$ cat src/rtl/hash_status_pkg.sv
package hash_status_pkg;
  localparam int RDY_BIT  = 0;
  localparam int VIOL_BIT = 8;
  localparam int CODE_LSB = 12;
  localparam int CODE_W   = 3;

  typedef enum logic [CODE_W-1:0] {
    ACC_DMA_WR  = 3'd0,
    ACC_OUT_RD  = 3'd1,
    ACC_MODE_WR = 3'd2,
    ACC_WO_RD   = 3'd3
  } acc_code_e;

  typedef struct packed {
    logic      rdy;
    logic      viol;
    acc_code_e code;
  } stat_t;

  function automatic logic [31:0] pack_status(stat_t s);
    logic [31:0] w;
    w = '0;
    w[RDY_BIT]                     = s.rdy;
    w[VIOL_BIT]                    = s.viol;
    w[CODE_LSB +: CODE_W]          = s.code;
    return w;
  endfunction
endpackage

$ cat src/rtl/hash_addr_decode.sv
module hash_addr_decode #(
  parameter int AW        = 6,
  parameter int CTRL_ADDR = 0,
  parameter int MODE_ADDR = 1,
  parameter int STAT_ADDR = 2,
  parameter int IN_BASE   = 16,
  parameter int IN_N      = 16,
  parameter int OUT_BASE  = 32,
  parameter int OUT_N     = 8
) (
  input  logic [AW-1:0] addr_i,
  output logic          hit_ctrl_o,
  output logic          hit_mode_o,
  output logic          hit_stat_o,
  output logic          hit_in_o,
  output logic          hit_out_o
);
  logic [IN_N-1:0]  in_m;
  logic [OUT_N-1:0] out_m;

  for (genvar i = 0; i < IN_N; i++) begin : g_in
    assign in_m[i] = (addr_i == AW'(IN_BASE + i));
  end

  for (genvar j = 0; j < OUT_N; j++) begin : g_out
    assign out_m[j] = (addr_i == AW'(OUT_BASE + j));
  end

  assign hit_ctrl_o = (addr_i == AW'(CTRL_ADDR));
  assign hit_mode_o = (addr_i == AW'(MODE_ADDR));
  assign hit_stat_o = (addr_i == AW'(STAT_ADDR));
  assign hit_in_o   = |in_m;
  assign hit_out_o  = |out_m;
endmodule

$ cat src/rtl/hash_access_check.sv
module hash_access_check
  import hash_status_pkg::*;
(
  input  logic      valid_i,
  input  logic      we_i,
  input  logic      hit_ctrl_i,
  input  logic      hit_mode_i,
  input  logic      hit_in_i,
  input  logic      hit_out_i,
  input  logic      busy_i,
  input  logic      dma_i,
  input  logic      dual_i,
  output logic      viol_o,
  output acc_code_e code_o
);
  logic wr, rd;
  assign wr = valid_i & we_i;
  assign rd = valid_i & ~we_i;

  // address classes are disjoint, so at most one branch can fire
  always_comb begin
    viol_o = 1'b0;
    code_o = ACC_DMA_WR;
    if (wr && hit_in_i && busy_i && dma_i && !dual_i) begin
      viol_o = 1'b1;
      code_o = ACC_DMA_WR;
    end else if (rd && hit_out_i && busy_i) begin
      viol_o = 1'b1;
      code_o = ACC_OUT_RD;
    end else if (wr && hit_mode_i && busy_i) begin
      viol_o = 1'b1;
      code_o = ACC_MODE_WR;
    end else if (rd && (hit_ctrl_i || hit_in_i)) begin
      viol_o = 1'b1;
      code_o = ACC_WO_RD;
    end
  end
endmodule

$ cat src/rtl/hash_status_regs.sv
module hash_status_regs
  import hash_status_pkg::*;
(
  input  logic      clk_i,
  input  logic      rst_ni,
  input  logic      block_done_i,
  input  logic      start_i,
  input  logic      swrst_i,
  input  logic      viol_i,
  input  acc_code_e code_i,
  output stat_t     st_o,
  output logic      chg_o
);
  stat_t st_q, st_n;
  logic  chg_q, chg_n;

  always_comb begin
    st_n = st_q;
    if (block_done_i)       st_n.rdy = 1'b1;
    if (start_i || swrst_i) st_n.rdy = 1'b0;
    if (viol_i) begin
      st_n.viol = 1'b1;
      st_n.code = code_i;
    end
    if (swrst_i) begin
      st_n.viol = 1'b0;
      st_n.code = ACC_DMA_WR;
    end
    chg_n = (st_n.rdy & ~st_q.rdy) | (st_n.viol & ~st_q.viol);
  end

  always_ff @(posedge clk_i or negedge rst_ni) begin
    if (!rst_ni) begin
      st_q  <= '{rdy: 1'b0, viol: 1'b0, code: ACC_DMA_WR};
      chg_q <= 1'b0;
    end else begin
      st_q  <= st_n;
      chg_q <= chg_n;
    end
  end

  assign st_o  = st_q;
  assign chg_o = chg_q;
endmodule

$ cat src/rtl/hash_status_mon.sv
module hash_status_mon
  import hash_status_pkg::*;
#(
  parameter int AW        = 6,
  parameter int CTRL_ADDR = 0,
  parameter int MODE_ADDR = 1,
  parameter int STAT_ADDR = 2,
  parameter int IN_BASE   = 16,
  parameter int IN_N      = 16,
  parameter int OUT_BASE  = 32,
  parameter int OUT_N     = 8
) (
  input  logic          clk_i,
  input  logic          rst_ni,
  input  logic          bus_valid_i,
  input  logic          bus_we_i,
  input  logic [AW-1:0] bus_addr_i,
  output logic [31:0]   bus_rdata_o,
  input  logic          busy_i,
  input  logic          dma_mode_i,
  input  logic          dual_buf_i,
  input  logic          block_done_i,
  input  logic          start_i,
  input  logic          swrst_i,
  output logic          status_chg_o
);
  logic      hit_ctrl, hit_mode, hit_stat, hit_in, hit_out;
  logic      viol;
  acc_code_e code;
  stat_t     st;
  logic [31:0] rdata_q;

  hash_addr_decode #(
    .AW(AW), .CTRL_ADDR(CTRL_ADDR), .MODE_ADDR(MODE_ADDR), .STAT_ADDR(STAT_ADDR),
    .IN_BASE(IN_BASE), .IN_N(IN_N), .OUT_BASE(OUT_BASE), .OUT_N(OUT_N)
  ) u_dec (
    .addr_i     (bus_addr_i),
    .hit_ctrl_o (hit_ctrl),
    .hit_mode_o (hit_mode),
    .hit_stat_o (hit_stat),
    .hit_in_o   (hit_in),
    .hit_out_o  (hit_out)
  );

  hash_access_check u_acc (
    .valid_i    (bus_valid_i),
    .we_i       (bus_we_i),
    .hit_ctrl_i (hit_ctrl),
    .hit_mode_i (hit_mode),
    .hit_in_i   (hit_in),
    .hit_out_i  (hit_out),
    .busy_i     (busy_i),
    .dma_i      (dma_mode_i),
    .dual_i     (dual_buf_i),
    .viol_o     (viol),
    .code_o     (code)
  );

  hash_status_regs u_regs (
    .clk_i        (clk_i),
    .rst_ni       (rst_ni),
    .block_done_i (block_done_i),
    .start_i      (start_i),
    .swrst_i      (swrst_i),
    .viol_i       (viol),
    .code_i       (code),
    .st_o         (st),
    .chg_o        (status_chg_o)
  );

  // status write strobes fall through: nothing here decodes them
  always_ff @(posedge clk_i or negedge rst_ni) begin
    if (!rst_ni)                               rdata_q <= '0;
    else if (bus_valid_i && !bus_we_i && hit_stat) rdata_q <= pack_status(st);
    else                                       rdata_q <= '0;
  end

  assign bus_rdata_o = rdata_q;
endmodule

$ cat config.mk
export PLATFORM = sky130hd
export DESIGN_NAME = hash_status_mon
export DESIGN_NICKNAME = d
export VERILOG_FILES = /design/src/rtl/hash_status_pkg.sv /design/src/rtl/hash_addr_decode.sv /design/src/rtl/hash_access_check.sv /design/src/rtl/hash_status_regs.sv /design/src/rtl/hash_status_mon.sv
export SDC_FILE = /design/constraint.sdc
export NUM_CORES = 1
export LEC_CHECK = 0
export ABC_AREA = 1
export ABC_CLOCK_PERIOD_IN_PS = 1020
export BUFFER_PORTS_ARGS = -buffer_cell sky130_fd_sc_hd__buf_2
export CAP_MARGIN = 20
export CORE_UTILIZATION = 43
export CTS_CLUSTER_SIZE = 28
export DETAILED_ROUTE_END_ITERATION = 10
export GPL_ROUTABILITY_DRIVEN = 0
export GPL_TIMING_DRIVEN = 0
export PLACE_DENSITY = 0.84
export SKIP_LAST_GASP = 1
export SYNTH_ARGS = -nofsm -noshare
export SYNTH_HDL_FRONTEND = slang
export SYNTH_SLANG_ARGS = --single-unit
$ cat constraint.sdc
create_clock -name clk_i -period 1.02 [get_ports clk_i]
set_input_delay 0.102 -clock clk_i [delete_from_list [all_inputs] [get_ports clk_i]]
set_output_delay 0.102 -clock clk_i [all_outputs]
set_load 0.05 [all_outputs]
# == Word-level counts from Yosys, hierarchy flattened ==
# Index checks and enable logic that the tools add are counted.
# op_classes
muxes,13
n_bitwise,8
n_reduce_logical,19
n_eq_ne,26
# ops
op,n
6-bit by 5-bit == test with 1-bit output (second input constant),16
6-bit == test (second input constant),8
16-bit OR reduction,1
15-bit 2-to-1 mux,1
1-bit logical AND,11
3-bit 2-to-1 mux,3
4-bit 2-to-1 mux,2
8-bit OR reduction,1
6-bit by 1-bit == test with 1-bit output (second input constant),1
6-bit by 2-bit == test with 1-bit output (second input constant),1
6-bit logical NOT,1
1-bit 2-to-1 mux,6
1-bit bitwise AND,4
1-bit NOT,3
1-bit logical NOT,2
1-bit logical OR,2
2-bit 2-to-1 mux,1
2-bit nonzero test,1
1-bit bitwise OR,1
# totals
regBits,21
inputBits,16

# == Logic depth before layout (Yosys ltp) ==
# Gate-level depths: netlist of run 1.
# logic_depth
word_depth,12
mapped_depth,9
mapped_depth_nobuf,9

# == Cells and area by module ==
# From an unflattened synthesis of run 1, not the netlist that was laid out.
# unflattened
cells_unflattened,111
hier_area_um2,787.0
# by_module_without_submodules
module,cells_per_inst,area_each_um2,n_inst
hash_status_mon,45,382.9,1
hash_status_regs,25,236.5,1
hash_access_check,27,111.4,1
hash_addr_decode,14,56.3,1

# == Least setup slack after synthesis of run 1 ==
# No wires, ideal clock.
# synth_timing
kind,input port to flip-flop
startpoint,input bus_addr_i[3]
endpoint,register u_regs.st_q (netlist bit u_regs.st_o[3])
t_required_ns,0.906
slack_ns,0.292
t_arrival_ns,0.613
cell_stages,6
setup_time_ns,0.114
cell_sequence,nor2_1 > and2_2 > nand3_2 > nand3_2 > nor2_2 > nor2_2
# synth_rtl
element,line_no,source
start: declaration,hash_status_mon.sv:17,"input logic [AW-1:0] bus_addr_i,"
end signal: assignment,hash_status_regs.sv:34,"st_q <= '{rdy: 1'b0, viol: 1'b0, code: ACC_DMA_WR};"
end signal: assignment,hash_status_regs.sv:37,st_q <= st_n;
end: declaration,hash_status_regs.sv:14,"stat_t st_q, st_n;"

# == Worst setup path in the final report of run 1 ==
# layout_timing
startpoint,"register u_regs.chg_q, in the netlist u_regs.chg_o"
endpoint,output status_chg_o
# layout_rtl
element,line_no,source
start: declaration,hash_status_regs.sv:15,"logic chg_q, chg_n;"
start signal: assignment,hash_status_regs.sv:38,chg_q <= chg_n;
end: declaration,hash_status_mon.sv:25,output logic status_chg_o
# No word-level cell between the ends.

==> results.py, run 1 <==
metrics = {
    "timing": {
        "setup_tns_ps": 0,
        "timing.fmax_mhz": 1078,
        "setup_viol": 0,
        "hold_slack_ps": 14.56,
        "fin_crit_ps": 927.4,
        "fin_crit_sh": 0.9092,
        "rsz0062_at_grt": "no",
        "final_hold_viol_count": 0,
        "slew_violations": 0,
        "finClkSkew_ps": 0.2436,
    },
    "worst_setup_path": {
        "cp-startpoint": "u_regs.chg_o$_DFF_PN0_",
        "worstRegToRegCells": 4,
        "rr_endpoint": "u_regs.chg_o$_DFF_PN0_",
        "required_ps": 920,
        "path_class": "flop to primary output",
        "worst-path-buf-inv": 1,
        "path_cells": "buf_2",
        "start_kind": "flop",
        "rrSetupSlack_ps": 190,
        "max_stage_delay_ps": 320,
        "critPathTopFamily": "flip-flops",
        "r2r_start": "u_regs.st_o[4]$_DFF_PN0_",
        "worst_ep_arrival_time_ps": 830,
        "cp_slowest_cell": "dfrtp_1",
        "crit_cells": 1,
        "cp-endpoint": "status_chg_o",
        "crit_fanout": 1,
        "critPathCaptureType": "primary output",
    },
    "pwr": {
        "netSwitchingPower_mw": 0.4176,
        "leakage_nw": 0.6245,
        "internal_power_mw": 0.6591,
        "clkPwrFrac": 0.229,
        "p_sw_frac": 0.3879,
        "powerDensity_nw_per_um2": 1132,
        "ir_drop_v": 0.0006162,
        "p_seq_frac": 0.384,
        "pwr-share-comb": 0.387,
    },
    "die": {
        "io-pin-count": 49,
        "dieHeight_microns": 42.12,
        "start_util": 0.4593,
        "fp-row-count": 14,
        "core_region_area_sq_um": 1506,
        "die_width_microns": 42.12,
        "dieArea_sq_um": 1774,
    },
    "route": {
        "drcViolationCount": 0,
        "dr.pass1.iters": 4,
        "first_iter_violations": 8,
        "vias": 598,
        "wire_per_inst_microns": 6.627,
        "wl_mm": 1.047,
        "routed_via_density": 3.785,
        "drt.antenna.violating_nets": 0,
    },
    "finish": {
        "n_antenna_cell": 0,
        "fin_util": 0.6312,
        "syn2layout_area_growth_pct": 37.43,
        "nets": 160,
        "drive_above_1_share": 0.4155,
        "n_fill_cell": 148,
        "layoutNonFillerInstCount": 158,
        "design_area_sq_um": 950.9,
    },
    "status": {
        "status": "complete, no violations",
    },
    "place": {
        "dp_cells": 154,
        "place_hpwl_microns": 923,
        "port_buffers": 21,
        "placed_area_sq_um": 918.4,
    },
    "synth": {
        "synth.cell_area_sq_um": 691.9,
        "yosys.area.top_type": "dfrtp_1",
        "yosysWarnings": 0,
        "yosys-top-cells-count": "buf_4 (27), nand2_1 (13), nor2_1 (13)",
        "netlist_instances": 90,
        "synth.distinct_cells": 14,
        "synthAdderAreaFrac": 0,
        "avgSynthCellArea_sq_um": 7.688,
        "yosysTopAreaCellShare": 0.3617,
        "ys_ff_latch": 10,
        "synth-compound-area-share": 0.01447,
        "yosysMostFrequentCell": "buf_4",
        "synth_area_leaders": "dfrtp_1 (36%), buf_4 (29%), nand2_1 (7.1%)",
        "yosysSeqAreaShare": 0.3617,
        "synth_top_family_by_area": "buffers and inverters",
        "yosys.area_share.simple": 0.2604,
        "muxShareOfSynthArea": 0,
        "postSynth.asyncResetShare": 1.000,
        "synth_edf_count": 0,
        "synth_xor_area_frac": 0,
        "ys.flop_type": "dfrtp_1",
    },
    "global_route": {
        "grt.total_usage": 0.1342,
        "globalRouteOverflowTotal": 0,
        "grt_pass1_wl_mm": 1.849,
        "grt_max_degree": 11,
        "antenna_found_initial": 0,
        "first_global_vias": 503,
    },
    "clock_tree": {
        "root_buffer": "clkbuf_4",
        "clock_sinks": 10,
        "htreeDepth": 1,
        "max-clock-path-buffers": 2,
        "cts_tree": "yes",
        "clkLatencyLatePin_ps": 250,
        "cts_buffers": 3,
        "clkTransAtPathRegs_ps": 60,
    },
    "worst_hold_path": {
        "min_path_type": "primary input to flop",
        "hp-start": "start_i",
    },
    "job": {
        "cap_viol_max_count": 0,
    },
}
[power by group through the flow]
| stage | combinational, mW | clock, mW | sequential, mW |
|---|---|---|---|
| 2_1_floorplan | 0.340 | 0 | 0.437 |
| 3_3_place_gp | 0.406 | 0 | 0.420 |
| 3_5_place_dp | 0.410 | 0 | 0.421 |
| 4_1_cts | 0.413 | 0.259 | 0.414 |
| 5_1_grt | 0.444 | 0.282 | 0.414 |
| 6_report | 0.417 | 0.246 | 0.414 |
[kinds of logic (layout without fill, tap and decap cells)]
group                  after synthesis  count (layout)
buffers and inverters               39              64
other                                1              28
AO/OA/AOI/OAI                        2               2
flip-flops                          10              10
AND/OR/NAND/NOR                     38              38
[through the flow]
stage	worst slack (ps)	power, mW
final	92.60	1.077
after CTS	75.49	1.086
after global routing	62.00	1.141
after floorplan	292.3	0.7773
after global placement	156.4	0.8266
after detailed placement	121.7	0.8305
[placed cells by master (no fill, tap or decap), drive strengths merged]
| cell | count |
|---|---|
| clkbuf | 3 |
| dfrtp | 10 |
| nand3 | 5 |
| nand2 | 13 |
| nor3 | 2 |
| o21ai | 2 |
| dlygate4sd3 | 1 |
| conb | 28 |
| inv | 12 |
| buf | 48 |
| and2 | 1 |
| nand4 | 1 |
| nor2 | 16 |
[routing by layer]
layer | track usage | vias up | wire [microns] | share of wire
li1 | - | 320 | - | -
met1 | 0.1467 | 248 | 422 | 0.40
met4 | 0.07500 | 0 | 17 | 0.016
met5 | 0 | - | 0 | 0
met2 | 0.2344 | 28 | 513 | 0.49
met3 | 0.03448 | 2 | 93 | 0.089
[registers in the layout, summed over array words and instances, names as in the netlist]
signal	flops
u_regs.st_o	4
u_regs.chg_o	1
bus_rdata_o	5
[area by class of cell]
cell class / count / area (sq um) / area share
multi-input cells: 68 / 295.3 / 0.3105
flip-flops and latches: 10 / 250.2 / 0.2632
plain buffers: 27 / 202.7 / 0.2132
repair buffers: 22 / 115.1 / 0.1211
inverters: 12 / 45.04 / 0.04737
clock buffers: 3 / 22.52 / 0.02368
well taps: 16 / 20.02 / 0.02105
[how the worst min path moves through the flow]
| stage | slack [ps] | to | depth (start not counted) |
|---|---|---|---|
| 4_1_cts | 7 | u_regs.st_o[4]$_DFF_PN0_ | 2 |
| 6_report | 10 | u_regs.st_o[4]$_DFF_PN0_ | 2 |
| 3_5_place_dp | -30 | bus_rdata_o[13]$_DFF_PN0_ | 1 |
| 2_1_floorplan | -190 | bus_rdata_o[0]$_DFF_PN0_ | 0 |
| 3_3_place_gp | -40 | bus_rdata_o[14]$_DFF_PN0_ | 1 |
| 5_1_grt | 20 | u_regs.st_o[4]$_DFF_PN0_ | 2 |
[timing repair]
action,4_1_cts,5_1_grt
gates resized for setup,0,0
buffers inserted,0,0
endpoints found under the hold margin,10,0
hold buffers,1,0
(Power assumes the default switching activity.)
==> run 2, diff against run 1 <==
--- a/config.mk
+++ b/config.mk
@@ -7,14 +7,14 @@
 export LEC_CHECK = 0
 export ABC_AREA = 1
 export ABC_CLOCK_PERIOD_IN_PS = 1020
-export BUFFER_PORTS_ARGS = -buffer_cell sky130_fd_sc_hd__buf_2
-export CAP_MARGIN = 20
-export CORE_UTILIZATION = 43
+export CORE_AREA = 4 4 41 43
 export CTS_CLUSTER_SIZE = 28
 export DETAILED_ROUTE_END_ITERATION = 10
+export DIE_AREA = 0 0 45 47
+export DONT_BUFFER_PORTS = 1
 export GPL_ROUTABILITY_DRIVEN = 0
 export GPL_TIMING_DRIVEN = 0
-export PLACE_DENSITY = 0.84
+export PLACE_DENSITY = 0.67
 export SKIP_LAST_GASP = 1
 export SYNTH_ARGS = -nofsm -noshare
 export SYNTH_HDL_FRONTEND = slang
==> run 2 against run 1 <==
Net effect:
- cell count decreased by 12%
- core utilization up 4.4 points
- via count down 9.9%
- clock skew rose by 1.2 ps
- count of clock-buffer cells in the layout increased by 1
- power increased by 7.5%
- non-clock buffer count decreased by 19
- sequential power is 4% higher
- maximum frequency shrank 6.5%
- wire length up 16%
- largest cell class is now multi-input gates
==> results.py, run 2 (synthesis results as in run 1) <==
metrics = {
    "place": {
        "place_hpwl_mm": 1.003,
        "dp_slack_ps": 236.1,
        "port_buffers": 0,
        "placed_area_sq_um": 812.0,
    },
    "worst_setup_path": {
        "worst_ep_arrival_time_ps": 890,
        "rr_endpoint": "u_regs.chg_o$_DFF_PN0_",
        "path_class": "flop to primary output",
        "start_kind": "flop",
        "r2r_start": "u_regs.st_o[4]$_DFF_PN0_",
        "worstRegToRegCells": 4,
        "required_ps": 920,
        "critPathCaptureType": "primary output",
        "crit_cells": 0,
        "rrSetupSlack_ps": 210,
        "crit_fanout": 1,
    },
    "clock_tree": {
        "clkLatencyLatePin_ps": 270,
        "cts_resized": 0,
        "htreeDepth": 1,
        "max-clock-path-buffers": 2,
        "cts_buffers": 3,
        "clkTransAtPathRegs_ps": 60,
        "cts_tree": "yes",
        "root_buffer": "clkbuf_4",
        "clock_sinks": 10,
    },
    "die": {
        "fp-row-count": 13,
        "core_region_area_sq_um": 1301,
        "dieHeight_microns": 47,
        "start_util": 0.5317,
        "dieArea_sq_um": 2115,
        "io-pin-count": 49,
        "die_width_microns": 45,
    },
    "global_route": {
        "globalRouteOverflowTotal": 0,
        "first_global_vias": 476,
        "grt_pass1_wl_mm": 1.856,
        "antenna_found_initial": 0,
        "grt.total_usage": 0.1287,
        "grt_max_degree": 11,
    },
    "worst_hold_path": {
        "hp-start": "swrst_i",
        "whs_endpoint": "u_regs.chg_o$_DFF_PN0_",
        "whs_path_depth": 3,
        "min_path_type": "primary input to flop",
    },
    "route": {
        "drcViolationCount": 0,
        "dr.pass1.iters": 4,
        "wire_per_inst_microns": 8.734,
        "first_iter_violations": 3,
        "vias": 539,
        "wl_mm": 1.214,
        "routed_via_density": 3.878,
        "drt.antenna.violating_nets": 0,
    },
    "timing": {
        "timing.fmax_mhz": 1008,
        "setup_tns_ps": 0,
        "fin_crit_ps": 991.9,
        "final_hold_viol_count": 0,
        "setup_viol": 0,
        "slew_violations": 0,
        "fin_crit_sh": 0.9725,
        "rsz0062_at_grt": "no",
        "setup_ws_ps": 28.10,
        "finClkSkew_ps": 1.465,
    },
    "status": {
        "status": "complete, no violations",
    },
    "finish": {
        "largest_register_ffs": 5,
        "n_antenna_cell": 0,
        "layout_commonest_cell": "conb_1",
        "nets": 141,
        "final_cell_mix": "conb_1 (28), buf_4 (27), nor2_1 (13), nand2_1 (13), inv_1 (11)",
        "design_area_sq_um": 878.3,
        "syn2layout_area_growth_pct": 26.94,
        "drive_above_1_share": 0.3145,
    },
    "pwr": {
        "ir_drop_v": 0.0005502,
        "powerDensity_nw_per_um2": 1318,
        "leakage_nw": 0.5496,
    },
    "job": {
        "cap_viol_max_count": 0,
    },
}
run 2: changes by cell type in the layout (fill, tap and decap cells not counted):
cell / previous run / this run
clkbuf_8: 0 / 1
buf_2: 21 / 0
dlygate4sd3_1: 1 / 3
run 2: report_power, final:
| group | total (mW) | internal (mW) | switching [mW] |
|---|---|---|---|
| combinational | 0.370 | 0.0979 | 0.272 |
| sequential | 0.431 | 0.408 | 0.0230 |
| clock | 0.357 | 0.217 | 0.140 |
| total | 1.16 | 0.723 | 0.435 |
run 2: timing repair:
item / CTS / global route
buffers inserted: 0 / 0
hold buffers: 3 / 0
hold endpoints to repair: 13 / 0
endpoints found under the setup margin: 0 / 0
run 2: how the worst max path moves through the flow:
stage,slack [ps],to,startpoint
after global routing,5,bus_rdata_o[14],bus_rdata_o[14]$_DFF_PN0_
after floorplan,290,u_regs.st_o[3]$_DFF_PN0_,bus_addr_i[3]
final,30,bus_rdata_o[12],bus_rdata_o[12]$_DFF_PN0_
after CTS,20,bus_rdata_o[14],bus_rdata_o[14]$_DFF_PN0_
after detailed placement,240,u_regs.st_o[1]$_DFFE_PN0P_,bus_addr_i[3]
after global placement,260,u_regs.st_o[0]$_DFFE_PN0P_,bus_addr_i[3]
run 2: per-stage QoR:
stage                       util  power [mW]  hold slack (ps)  cells
after floorplan                -      0.7773           -193.6    117
after global placement    0.6240      0.7836           -193.4    132
after detailed placement  0.6240      0.7850           -193.4    132
after CTS                 0.6750       1.159            2.487    139
after global routing      0.6750       1.199            20.75    139
final                     0.6750       1.158            7.710    139
run 2: per-layer routing:
layer  GRT usage  share of wire  vias up
li1            -              -      283
met1      0.1294           0.33      216
met2      0.2147           0.50       36
met3     0.04598           0.13        4
met4      0.1053          0.040        0
met5           0              0        -
run 2: layout make-up:
cell class	instances	area (sq um)
fill	115	422.9
multi-input combinational	68	295.3
sequential	10	250.2
buffer	27	202.7
inverter	12	45.04
clock buffer	4	36.28
timing repair buffer	3	30.03
tap	15	18.77
